## src/rtl/seg_fetch_pkg.sv

```systemverilog
package seg_fetch_pkg;
   typedef enum logic [1:0] {
      PH_FETCH   = 2'd0,
      PH_ADVANCE = 2'd1,
      PH_EXEC    = 2'd2
   } phase_e;
endpackage

```

## src/rtl/sfu_phase_ctrl.sv

```systemverilog
module sfu_phase_ctrl
   import seg_fetch_pkg::*;
(
   input  logic clk,
   input  logic rst_n,
   input  logic fetch_done,
   output logic fetch_req,
   output logic take_len,
   output logic adv_en,
   output logic exec_en
);
   phase_e phase_q;

   always_ff @(posedge clk) begin
      if (!rst_n) begin
         phase_q <= PH_FETCH;
      end else begin
         case (phase_q)
            PH_FETCH:   if (fetch_done) phase_q <= PH_ADVANCE;
            PH_ADVANCE: phase_q <= PH_EXEC;
            PH_EXEC:    phase_q <= PH_FETCH;
            default:    phase_q <= PH_FETCH;
         endcase
      end
   end

   always_comb begin
      fetch_req = (phase_q == PH_FETCH);
      adv_en    = (phase_q == PH_ADVANCE);
      exec_en   = (phase_q == PH_EXEC);
      take_len  = fetch_req && fetch_done;
   end
endmodule

```

## src/rtl/sfu_ptr_regs.sv

```systemverilog
module sfu_ptr_regs #(
   parameter int unsigned SEG_W   = 16,
   parameter int unsigned OFF_W   = 16,
   parameter int unsigned LEN_W   = 4,
   parameter logic [SEG_W-1:0] RST_SEG = '1,
   parameter logic [OFF_W-1:0] RST_OFF = '0
) (
   input  logic             clk,
   input  logic             rst_n,
   input  logic             take_len,
   input  logic [LEN_W-1:0] len_in,
   input  logic             adv_en,
   input  logic             exec_en,
   input  logic             jmp_far,
   input  logic [SEG_W-1:0] far_seg,
   input  logic [OFF_W-1:0] far_off,
   input  logic             jmp_near,
   input  logic [OFF_W-1:0] near_off,
   output logic [SEG_W-1:0] seg_q,
   output logic [OFF_W-1:0] off_q
);
   logic [LEN_W-1:0] len_q;
   logic [OFF_W-1:0] len_ext;

   generate
      if (LEN_W == OFF_W) begin : g_len_full
         assign len_ext = len_q;
      end else begin : g_len_pad
         assign len_ext = {{(OFF_W-LEN_W){1'b0}}, len_q};
      end
   endgenerate

   always_ff @(posedge clk) begin
      if (!rst_n) begin
         seg_q <= RST_SEG;
         off_q <= RST_OFF;
         len_q <= '0;
      end else begin
         if (take_len) len_q <= len_in;
         if (adv_en) begin
            off_q <= off_q + len_ext;
         end else if (exec_en) begin
            if (jmp_far) begin
               seg_q <= far_seg;
               off_q <= far_off;
            end else if (jmp_near) begin
               off_q <= near_off;
            end
         end
      end
   end
endmodule

```

## src/rtl/sfu_phys_adder.sv

```systemverilog
module sfu_phys_adder #(
   parameter int unsigned SEG_W     = 16,
   parameter int unsigned OFF_W     = 16,
   parameter int unsigned SEG_SHIFT = 4,
   localparam int unsigned PHYS_W   = SEG_W + SEG_SHIFT
) (
   input  logic [SEG_W-1:0]  seg,
   input  logic [OFF_W-1:0]  off,
   output logic [PHYS_W-1:0] phys
);
   logic [PHYS_W-1:0] base;
   logic [PHYS_W-1:0] off_ext;

   generate
      if (SEG_SHIFT == 0) begin : g_flat
         assign base = seg;
      end else begin : g_shifted
         assign base = {seg, {SEG_SHIFT{1'b0}}};
      end
      if (OFF_W == PHYS_W) begin : g_off_full
         assign off_ext = off;
      end else begin : g_off_pad
         assign off_ext = {{(PHYS_W-OFF_W){1'b0}}, off};
      end
   endgenerate

   assign phys = base + off_ext;
endmodule

```

## src/rtl/seg_fetch_unit.sv

```systemverilog
module seg_fetch_unit #(
   parameter int unsigned SEG_W     = 16,
   parameter int unsigned OFF_W     = 16,
   parameter int unsigned SEG_SHIFT = 4,
   parameter int unsigned LEN_W     = 4,
   parameter logic [SEG_W-1:0] RST_SEG = '1,
   parameter logic [OFF_W-1:0] RST_OFF = '0
) (
   input  logic                       clk,
   input  logic                       rst_n,
   output logic [SEG_W+SEG_SHIFT-1:0] fetch_addr,
   output logic                       fetch_req,
   input  logic                       fetch_done,
   input  logic [LEN_W-1:0]           fetch_len,
   output logic                       exec_valid,
   input  logic                       jmp_far,
   input  logic [SEG_W-1:0]           jmp_far_seg,
   input  logic [OFF_W-1:0]           jmp_far_off,
   input  logic                       jmp_near,
   input  logic [OFF_W-1:0]           jmp_near_off
);
   localparam int unsigned PHYS_W = SEG_W + SEG_SHIFT;

   generate
      if (OFF_W > PHYS_W) begin : g_bad_off
         $error("offset wider than physical address");
      end
      if (LEN_W == 0 || LEN_W > OFF_W) begin : g_bad_len
         $error("length field must fit the offset");
      end
      if (SEG_W == 0 || OFF_W == 0) begin : g_bad_w
         $error("segment and offset widths must be nonzero");
      end
   endgenerate

   logic             take_len, adv_en, exec_en;
   logic [SEG_W-1:0] cs_q;
   logic [OFF_W-1:0] ip_q;

   sfu_phase_ctrl u_ctrl (
      .clk        (clk),
      .rst_n      (rst_n),
      .fetch_done (fetch_done),
      .fetch_req  (fetch_req),
      .take_len   (take_len),
      .adv_en     (adv_en),
      .exec_en    (exec_en)
   );

   sfu_ptr_regs #(
      .SEG_W(SEG_W), .OFF_W(OFF_W), .LEN_W(LEN_W),
      .RST_SEG(RST_SEG), .RST_OFF(RST_OFF)
   ) u_regs (
      .clk      (clk),
      .rst_n    (rst_n),
      .take_len (take_len),
      .len_in   (fetch_len),
      .adv_en   (adv_en),
      .exec_en  (exec_en),
      .jmp_far  (jmp_far),
      .far_seg  (jmp_far_seg),
      .far_off  (jmp_far_off),
      .jmp_near (jmp_near),
      .near_off (jmp_near_off),
      .seg_q    (cs_q),
      .off_q    (ip_q)
   );

   sfu_phys_adder #(
      .SEG_W(SEG_W), .OFF_W(OFF_W), .SEG_SHIFT(SEG_SHIFT)
   ) u_add (
      .seg  (cs_q),
      .off  (ip_q),
      .phys (fetch_addr)
   );

   assign exec_valid = exec_en;
endmodule

```

## config.mk

```make
export PLATFORM = sky130hd
export DESIGN_NAME = seg_fetch_unit
export DESIGN_NICKNAME = d
export VERILOG_FILES = /design/src/rtl/seg_fetch_pkg.sv /design/src/rtl/sfu_phase_ctrl.sv /design/src/rtl/sfu_ptr_regs.sv /design/src/rtl/sfu_phys_adder.sv /design/src/rtl/seg_fetch_unit.sv
export SDC_FILE = /design/constraint.sdc
export NUM_CORES = 1
export LEC_CHECK = 0
export CAP_MARGIN = 20
export CORE_ASPECT_RATIO = 0.9
export CORE_MARGIN = 3
export CORE_UTILIZATION = 43
export DETAILED_ROUTE_END_ITERATION = 8
export PLACE_DENSITY_LB_ADDON = 0.25
export SLEW_MARGIN = 20
export SYNTH_ARGS = -nofsm -noshare
export SYNTH_HDL_FRONTEND = slang
export SYNTH_SLANG_ARGS = --single-unit
export TNS_END_PERCENT = 1
```

## constraint.sdc

```tcl
create_clock -name clk -period 3.2 [get_ports clk]
set_input_delay 0.32 -clock clk [delete_from_list [all_inputs] [get_ports clk]]
set_output_delay 0.32 -clock clk [all_outputs]
set_load 0.005 [all_outputs]
```

* Yosys cells after proc, flatten, opt, wreduce, memory -nomap -nowiden
Index checks and enable logic that the tools add are counted.
Widths: inputs -> output; s select.
** Operators by class
- Div/mod/pow operators :: 0
- Magnitude comparators :: 0
- Add/subtract/negate cells :: 2
- Shift operators :: 0
- Mux-type cells :: 6
- $mul :: 0
- Bitwise operators :: 1
- Equality and inequality tests :: 3
- Reductions and logical operators :: 6
** Operators with widths (count)
- $mux 16 :: 4
- $add 20x16->20 :: 1
- $add 16x4->16 :: 1
- $pmux 2 s2 :: 1
- $reduce_and 3->1 :: 1
- $reduce_bool 3->1 :: 1
- $eq 2x1->1 const B :: 1
- $eq 2x2->1 const B :: 1
- $logic_not 2->1 :: 1
- $mux 2 :: 1
- $ne 2x1->1 const B :: 1
- $reduce_and 2->1 :: 1
- $reduce_bool 2->1 :: 1
- $logic_and 1x1->1 :: 1
- $not 1->1 :: 1
** Word-level totals
- Logic and storage cells :: 22
- Output and inout port bits :: 22
- Register bits after elaboration :: 38
- Memories :: 0
- Latch bits :: 0
- Input bits :: 57
- Bits in writable memories :: 0
- ROM bits :: 0

* Depth between registers and ports, before layout
- Word-level depth :: 4
- Mapped depth :: 9
- Gate-level depth less buffers :: 8

* Modules after synthesis
A second synthesis with hierarchy kept.
** Unflattened totals
- Cell total of the unflattened synthesis :: 381
- Area total of the unflattened synthesis :: 3024.2 um2
** By module, submodules not included
- sfu_ptr_regs :: instances 1, cells each 265, area each 2112.0 um2, sequential area each 720.7 um2
- sfu_phys_adder :: instances 1, cells each 108, area each 820.8 um2, sequential area each 0.0 um2
- sfu_phase_ctrl :: instances 1, cells each 8, area each 91.3 um2, sequential area each 40.0 um2

* Least setup slack after synthesis
OpenSTA, ideal clock, no wires.
- Path type :: reg2out
- Start :: register u_regs.off_q[4]
- End :: output port fetch_addr[12]
- Arrival time :: 2.037 ns
- Data required time :: 2.880 ns
- Cell stages (with the launch flop) :: 9
- Path buffers :: 0
- Setup slack :: 0.843 ns
- Cell sequence :: dfxtp_1 > ha_1 > fa_1 > a21o_1 > a21oi_2 > o21ai_0 > or3_1 > a21oi_1 > xnor2_1
** Between the ends
- Longest elaborated chain between the ends :: 1
** RTL lines
- start: declaration :: line sfu_ptr_regs.sv:20 : output logic [OFF_W-1:0] off_q
- start signal: assignment :: line sfu_ptr_regs.sv:41 : off_q <= off_q + len_ext;
- start signal: assignment :: line sfu_ptr_regs.sv:45 : off_q <= far_off;
- start signal: assignment :: line sfu_ptr_regs.sv:47 : off_q <= near_off;
- $add 20x16->20 :: line sfu_phys_adder.sv:27 : assign phys = base + off_ext;
- end: declaration :: line seg_fetch_unit.sv:11 : output logic [SEG_W+SEG_SHIFT-1:0] fetch_addr,
No other way between the ends.

* Final worst setup path
- Start :: register u_regs.off_q[13]
- End :: output port fetch_addr[17]
The elaborated chain is that of the path after synthesis.

==> run summary <==
Total Routing Usage GR: 0.206
Ys async rst share: 0
Combinational share of power: 0.457
Syn-to-layout area delta: 36.5%
Number of global-route vias before repair: 2,675
Die Y: 82.6 um
N_diodes: 0
Post-CTS Hold Buffers: 0
Top_reg_cell synth: dfxtp_1
Share of cells above drive strength 1: 0.0851
Reg2Reg Setup Slack: 1.05 ns
Die footprint: 0.00753 sq mm
Reg2Reg Depth: 9
Hold worst-path end: u_regs.seg_q[7]
I/O pin cnt: 79
DR pass1 iterations: 4
CTS root buf: clkbuf_8
First-pass GRT wire length: 12.6 mm
Mapped Area: 0.00281 sq mm
Crit-path cells: ha_1, and3_4, a221oi_2, a21boi_1, o2bb2ai_2, mux2i_1, a221o_1, clkdlybuf4s50_1
Placed cell count: 514
Yosys Warn Count: 0
Critical Path AT: 2.76 ns
Die span in x: 91.2 um
Post-DP HPWL: 5.81 mm
Fin crit share: 0.962
DRC: 0
Port buffer count: 78
R2R Path End: u_regs.off_q[10]
Register area share after synthesis: 0.271
Total power: 1.93 mW
Initial Utilization: 0.451
Max-cap violations: 0
Hold path startpoint: u_regs.seg_q[7]
Layout Cells excl Fill: 522
Fill cells: 585
CP Class: reg2out
Syn avg cell area: 7.75 sq um
Switch Pwr: 612 uW
P_int: 1.32 mW
WP buf/inv: 1
Max VDD drop: 180 uV
CP delay by family, top: compound AO/OA/AOI/OAI gates
CTS clk-pin slew, worst paths: 0.08 ns
Leakage: 1.61 nW
Pwr per Cell Area: 503 mW/mm^2
Max frequency: 325 MHz
CP required: 2.88 ns
Startpoint type of the worst setup path: flip-flop
Gr ovfl total: 0
Post-Synthesis Cells: 362
Final ANT Viol Nets: 0
Drt wl/cell: 14.7 um
Tmin final: 3.08 ns
CTS tree: built
Element type at the critical path end: output port
Clock Sinks: 38
Layout Skew: 0.00647 ns
Register share of total power: 0.285
Setup violators final: 0
Hold Crit Class: reg2reg
Slew Viols, Final: 0
Slew margin rel.: 0.565
Clock Power Share: 0.258
Critical Path Max Stage Delay: 0.49 ns
Slowest CP cell: clkdlybuf4s50_1
GPL Wtd Cong: 0.817
RSZ-0062 raised after global routing: yes
CORE AREA: 0.00622 sq mm
Initial antenna violation count: 0
Switching part of the total: 0.318
H-tree levels: 2
Distinct cell type count after synthesis: 54
Drt total wl: 7.65 mm
CP max FO: 7
Vias per cell: 5.44
Nets: 512
Largest net degree at the start of global routing: 23
Worst hold stages: 2
Status: completed
Syn nets: 440
Slew @ Worst Pin: 0.651 ns
# rows: 27
Fin. Hold Viols: 0
Vias: 2,839
CTS max path bufs: 2
TritonCTS Buffers: 5
Detailed Route Iter0 Violations: 147
Latest clock arrival within the worst-skew pair: 0.29 ns
EDFF count, synth: 0
Final core utilization: 0.616
Synth Register Bits: 38
FF-to-FF Start: u_regs.off_q[0]
cells in the mapped netlist, types with 2 or more instances:
cell | n | area, sq um
nand2_1 | 72 | 270
dfxtp_1 | 38 | 761
nand3_1 | 26 | 130
o21ai_0 | 23 | 115
ha_1 | 19 | 238
mux2i_1 | 18 | 180
nor2_1 | 17 | 63.8
a21oi_1 | 16 | 80.1
nor2b_1 | 14 | 87.6
clkbuf_1 | 11 | 41.3
xnor2_1 | 9 | 78.8
a21o_1 | 8 | 60.1
a21boi_0 | 7 | 52.6
inv_1 | 7 | 26.3
a211oi_1 | 5 | 37.5
buf_2 | 5 | 25.0
o31ai_1 | 5 | 37.5
buf_4 | 4 | 30.0
nand2b_1 | 4 | 25.0
nor3_1 | 4 | 20.0
xor2_1 | 4 | 35.0
a221oi_1 | 3 | 26.3
and3_1 | 3 | 18.8
a21oi_2 | 2 | 17.5
a31oi_1 | 2 | 12.5
a41oi_1 | 2 | 17.5
fa_1 | 2 | 40.0
nor3b_1 | 2 | 15.0
o211ai_1 | 2 | 15.0
o21a_1 | 2 | 15.0
o31a_1 | 2 | 17.5
o41ai_1 | 2 | 17.5
sequential cells by signal (all words and copies together), names as in the netlist:
name	cells
u_regs.off_q	16
u_regs.seg_q	16
u_regs.len_q	4
u_ctrl.phase_q	2
worst max path at each step:
stage / from / endpoint / slack (ns) / cells past startpoint
floorplan: u_regs.off_q[4] / fetch_addr[12] / 0.84 / 8
global placement: u_regs.off_q[4] / fetch_addr[12] / 0.24 / 9
detailed placement: u_regs.off_q[4] / fetch_addr[18] / 0.22 / 10
CTS: u_regs.off_q[4] / fetch_addr[18] / 0.01 / 10
global route: u_regs.off_q[5] / fetch_addr[13] / -0.02 / 8
finish: u_regs.off_q[13] / fetch_addr[17] / 0.12 / 8
metal layers:
layer	up-vias	wire (um)	global-route usage
li1	1437	-	-
met1	1309	3510	0.270
met2	82	3520	0.348
met3	11	516	0.0362
met4	0	108	0.0663
met5	-	0	0
stage by stage:
stage / hold slack [ns] / TNS, ns / cell area (sq um) / worst slack, ns
after floorplan: 0.444 / 0 / 2810 / 0.843
after global placement: 0.455 / 0 / 3660 / 0.243
after detailed placement: 0.470 / 0 / 3660 / 0.219
after CTS: 0.484 / 0 / 3800 / 0.0121
after global routing: 0.514 / -0.0301 / 3830 / -0.0245
final: 0.480 / 0 / 3830 / 0.122
area by class of cell:
| type | instances | area [sq um] | share of cell area |
|---|---|---|---|
| Multi-Input combinational cell | 296 | 1950 | 0.508 |
| Timing Repair Buffer | 86 | 842 | 0.220 |
| Sequential cell | 38 | 768 | 0.201 |
| Tap cell | 87 | 109 | 0.0284 |
| Clock buffer | 5 | 68.8 | 0.0180 |
| Clock inverter | 3 | 68.8 | 0.0180 |
| Inverter | 7 | 26.3 | 0.00686 |
layout by cell type (no fill, tap or decap), types with 2 or more instances in the layout:
cell type and count:
a211oi_1 4, a21boi_0 7, a21o_1 8, a21oi_1 16
a21oi_2 2, a221oi_1 3, a31oi_1 2, and3_1 3
buf_4 8, bufinv_16 2, clkbuf_8 5, clkdlybuf4s50_1 76
dfxtp_1 32, dfxtp_2 6, ha_1 18, inv_1 7
mux2i_1 18, nand2_1 72, nand2b_1 4, nand3_1 26
nor2_1 17, nor2b_1 14, nor3_1 4, nor3b_1 2
o211ai_1 2, o21a_1 2, o21ai_0 22, o31a_1 2
o31ai_1 4, o41ai_1 2, xnor2_1 9, xor2_1 4
power groups by stage:
stage | clock network, mW | logic, mW | registers, mW
detailed placement | 0 | 0.863 | 0.557
global placement | 0 | 0.849 | 0.555
CTS | 0.506 | 0.866 | 0.547
finish | 0.498 | 0.881 | 0.549
global route | 0.527 | 0.965 | 0.555
floorplan | 0 | 0.487 | 0.544
cells by family (layout without fill, tap and decap cells):
kind of cell | Yosys count | in the layout | synth area share
xor gates and xnor gates | 13 | 13 | 0.0406
adders and majority gates | 21 | 21 | 0.0990
muxes | 19 | 19 | 0.0682
and+or+nand+nor | 151 | 151 | 0.252
buffers and inverters | 28 | 101 | 0.0450
DFF | 38 | 38 | 0.271
AOI/OAI and AO/OA | 92 | 92 | 0.224
worst reg2reg max path: cells and delay by family, from the launching register on:
| kind | cells | cell delay, ns |
|---|---|---|
| flops | 1 | 0.33 |
| buf+inv | 1 | 0.17 |
| compound gates | 4 | 0.66 |
| simple gates | 2 | 0.24 |
| fa+ha+maj | 2 | 0.63 |
timing repair:
action	4_1_cts	5_1_grt
resized for setup	2	12
setup endpoints to repair	2	7
buffers inserted	0	0
hold endpoints to repair	0	0
(Power assumes the default switching activity.)
